**config.mk**
```make
export PLATFORM = sky130hd
export DESIGN_NAME = irq_vector_enc
export DESIGN_NICKNAME = d
export VERILOG_FILES = /design/src/rtl/irq_vector_enc.sv
export SDC_FILE = /design/constraint.sdc
export NUM_CORES = 1
export LEC_CHECK = 0
export BUFFER_PORTS_ARGS = -buffer_cell sky130_fd_sc_hd__buf_2
export CORE_ASPECT_RATIO = 0.7
export CORE_MARGIN = 3
export CORE_UTILIZATION = 40
export DETAILED_ROUTE_END_ITERATION = 8
export GPL_TIMING_DRIVEN = 0
export HOLD_SLACK_MARGIN = 0.1
export MAX_ROUTING_LAYER = met4
export PLACE_DENSITY_LB_ADDON = 0.3
export SLEW_MARGIN = 25
export SYNTH_ARGS = -nofsm -noshare
export SYNTH_HDL_FRONTEND = slang
export SYNTH_SLANG_ARGS = --single-unit
export TNS_END_PERCENT = 10
```
**constraint.sdc**
```tcl
create_clock -name clk -period 3.86 [get_ports clk]
set_input_delay 1.158 -clock clk [delete_from_list [all_inputs] [get_ports clk]]
set_output_delay 1.158 -clock clk [all_outputs]
set_load 0.05 [all_outputs]
```
**src/rtl/irq_vector_enc.sv**
```systemverilog
module irq_vector_enc #(
  parameter int NSRC  = 20,
  parameter int CODEW = 5,
  parameter int VECW  = 8,
  parameter int NHI   = 4,
  parameter int HIW   = 8
) (
  input  logic               clk,
  input  logic               rst_n,
  input  logic [NSRC-1:0]    src_set,
  input  logic               mask_wr,
  input  logic [NSRC-1:0]    mask_wdata,
  output logic [NSRC-1:0]    mask_rd,
  input  logic               pend_lo_wr,
  input  logic [NSRC-NHI-1:0] pend_lo_wdata,
  output logic [NSRC-NHI-1:0] pend_lo,
  input  logic               pend_hi_wr,
  input  logic [HIW-1:0]     pend_hi_wdata,
  output logic [HIW-1:0]     pend_hi,
  input  logic               vec_rd,
  output logic [VECW-1:0]    vec,
  input  logic               irq_ack,
  output logic               irq
);
  localparam int NLO = NSRC - NHI;

  logic [NSRC-1:0]  pend_q, mask_q, act, wclr, rclr;
  logic [CODEW-1:0] code;
  logic             irq_q;

  assign act = pend_q & mask_q;

  always_comb begin
    code = '0;
    for (int i = 0; i < NSRC; i++)
      if (act[i]) code = CODEW'(i + 1);
  end

  always_comb begin
    rclr = '0;
    if (vec_rd && code != '0) rclr[code - CODEW'(1)] = 1'b1;
  end

  for (genvar i = 0; i < NSRC; i++) begin : g_map
    if (i < NHI) begin : g_hi
      assign wclr[i]          = pend_hi_wr & ~pend_hi_wdata[NHI-1-i];
      assign pend_hi[NHI-1-i] = pend_q[i];
    end else begin : g_lo
      assign wclr[i]      = pend_lo_wr & ~pend_lo_wdata[i-NHI];
      assign pend_lo[i-NHI] = pend_q[i];
    end
  end
  assign pend_hi[HIW-1:NHI] = '0;

  always_ff @(posedge clk) begin
    if (!rst_n) begin
      pend_q <= '0;
      mask_q <= '0;
      irq_q  <= 1'b0;
    end else begin
      pend_q <= (pend_q & ~rclr & ~wclr) | src_set;
      if (mask_wr) mask_q <= mask_wdata;
      irq_q  <= (|act) & ~irq_ack;
    end
  end

  assign vec     = {{(VECW-CODEW){1'b0}}, code};
  assign mask_rd = mask_q;
  assign irq     = irq_q;
endmodule


```
==> results by group <==
Global routing
  – Largest net degree at the start of global routing: 13
  – First-pass GRT wire length: 10250 um
  – Vias in the first global route: 1954
  – Total GRT Usage: 22.24%
  – Initial antenna violation count: 0
  – Grt total ovfl: 0

Run
  – Number of max-cap violations: 0

Logic synthesis
  – FF+latch count, synth: 41
  – Fraction of registers with async set/reset: 0%
  – EDFF count, synth: 0
  – Syn Area/Cell: 8.805 um2
  – Seq/Total Area, Yosys: 38.52%
  – Mapped Area: 2131 um2
  – Cell variety after synth: 47
  – Post-synthesis cell count: 242
  – Synth Flop Type: dfxtp_1
  – Warnings from Yosys: 0

Floorplanning
  – Chip Height: 67.07 um
  – Die width: 93.24 um
  – Die area: 6253 um2
  – Rows: 21
  – Core area: 4966 um2
  – Initial Util: 42.91%
  – IO Count: 124

STA
  – RSZ-0062 raised after global routing: false
  – Period Utilization, post-route: 86.50%
  – Pins Over Slew Limit: 0
  – Crit path time final: 3.339 ns
  – Slew margin rel.: 42.95%
  – Final Hold Vio Count: 0
  – TNS Setup: 0 ns
  – Max frequency: 0.2995 GHz
  – Setup ws final: 0.5210 ns
  – Worst-margin pin slew: 0.8480 ns
  – Setup Skew: 0.01149 ns
  – Final setup fails: 0

CTS
  – Setup bufs post-CTS: 0
  – Worst-Skew Late Latency: 0.29 ns
  – Root buffer cell: clkbuf_8
  – TritonCTS Sinks: 41
  – Post-CTS Resized: 0
  – H-tree depth: 2
  – CTS tree: done
  – Clock Pin Slew Worst Setup and Hold Paths: 0.08 ns
  – Hold-fix buffers, CTS: 0
  – CTS Buf Count: 5
  – Clk buf depth: 2

Cells and area
  – Design area: 2878 um2
  – Nets: 437
  – Synthesis-to-finish area growth: 35.06%
  – Layout cells sized above 1: 38.69%
  – Fill count: 471
  – Register Area: 820.8 um2
  – Most frequent cells in the layout: 112 x buf_2, 41 x dfxtp_1, 34 x nor2_1, 20 x mux2i_1, 18 x nand2_1
  – Multi-input gate area: 1185 um2
  – # diodes: 0
  – Most common cell after layout, fill and taps aside: buf_2

Run status
  – Status: finished, final reports clean

Routing
  – Vias: 2191
  – Post-route DRC: 0
  – Drt pass-1 iters: 4
  – Starting DRC count in detailed routing: 123
  – Wire per inst: 15.31 um
  – Post-Route WL: 6674 um
  – Vias/cell: 5.025
  – Routed Antenna Nets: 0

Placed design
  – Dpl ws: 0.8974 ns
  – IO Port Bufs: 111
  – Placed Area: 2795 um2
  – HPWL Detailed: 5479 um
  – GPL Wtd Cong: 0.8523

Power and ir drop
  – Clock power frac: 23.6%
  – Power Dens Cells: 398.1 nW/um2
  – Worst vdd ir: 180.5 uV
  – Sw Share: 39.46%
  – Sw Pwr: 0.0004520 W
  – Logic pwr share: 33.7%
  – Int Power: 0.0006935 W
  – Flop pwr share: 42.6%
  – Leakage: 1.459 nW

Worst setup path
  – Slowest stage cell, crit path: dfxtp_1
  – Slowest stage delay, CP: 0.42 ns
  – CP Class: reg -> out
  – CP Data Required Time: 2.70 ns
  – Crit path DAT: 2.18 ns
  – CP endpoint kind: output pin
  – Crit Path Max Fanout: 7
  – Cell Chain, Critical Path: nand2_1, a32o_1, o2111ai_2, a31oi_4, a211oi_1, buf_2
  – Startpoint Class: register

Min path
  – Hold Crit Class: reg -> reg
## worst paths after layout
path	from	endpoint	slack (ns)	cells after the start
worst max-delay path	pend_q[4]	vec[0]	0.52	6
worst min register to register	mask_rd[14]	mask_rd[14]	0.54	2
worst max register to register	pend_q[17]	irq	1.78	6
worst min-delay path	mask_rd[14]	mask_rd[14]	0.54	2
## cells in the mapped netlist, types with 2 or more instances
library cell  instances  area, um2
nor3_1                2      10.01
a22o_1                3      26.28
a31oi_1               2      12.51
mux2i_1              20      200.2
o31a_1                2      17.52
nand2b_1              6      37.54
a22oi_1               6      45.04
dfxtp_1              41      820.8
nor2_1               34      127.6
a221oi_2              4      60.06
a32o_1                2      20.02
buf_4                 7      52.55
and2_1                3      18.77
clkbuf_1              6      22.52
nand3_1               2      10.01
inv_1                16      60.06
a2111oi_0             2      17.52
o21a_1                3      22.52
a21oi_1              13      65.06
o211ai_1              2      15.01
a311oi_1              3      26.28
nand2_1              18      67.56
o21ai_0              15      75.07
a221oi_1              6      52.55
a41oi_1               2      17.52
## metrics by stage
step	util (%)	cells	power (W)	hold slack [ns]
2_1_floorplan	-	248	0.0007689	0.7565
3_3_place_gp	56.29	428	0.0008795	0.5198
3_5_place_dp	56.29	428	0.0008831	0.5312
4_1_cts	57.95	436	0.001149	0.5447
5_1_grt	57.95	436	0.001200	0.5692
6_report	57.95	436	0.001146	0.5422
## registers in the layout (all words and copies together) (netlist names)
signal   count
mask_rd     20
pend_q      20
irq          1
## layout make-up
class                      instances  share of cell area, %
buffer                            15                  2.913
multi-input combinational        175                  41.17
timing repair buffer             111                  19.30
clock inverter                     2                 0.3478
tap                               69                  3.000
inverter                          17                  2.217
clock buffer                       6                  2.522
sequential                        41                  28.52
## cells by family (layout without fill, tap and decap cells)
kind of cell | Yosys count | count (layout) | share of synthesized area, %
AOI/OAI and AO/OA | 78 | 78 | 30.30
buffers and inverters | 32 | 151 | 6.928
DFF | 41 | 41 | 38.52
muxes | 20 | 20 | 9.395
other | 1 | 7 | 0.1760
and+or+nand+nor | 70 | 70 | 14.68
## routing by layer
layer,global-route usage (%),vias up,share of wire [%]
met5,-,-,0
met4,5.667,0,0.10
met3,4.740,2,9.5
met2,29.74,111,40
met1,33.24,960,51
li1,-,1118,-
## worst max-delay path, delay by kind of cell, from the launching register on
family                 cells  cell delay [ns]
flip-flops                 1             0.42
AO/OA/AOI/OAI              4             1.06
AND/OR/NAND/NOR            1             0.07
buffers and inverters      1             0.33
## power by group through the flow
| stage | logic (W) | registers, W | clock network [W] |
|---|---|---|---|
| after floorplan | 0.000178 | 0.000591 | 0 |
| after global placement | 0.000383 | 0.000497 | 0 |
| after detailed placement | 0.000385 | 0.000498 | 0 |
| after CTS | 0.000386 | 0.000488 | 0.000274 |
| after global routing | 0.000412 | 0.000494 | 0.000294 |
| final | 0.000386 | 0.000489 | 0.000271 |
Note: power is estimated with default switching activity, not from simulation.
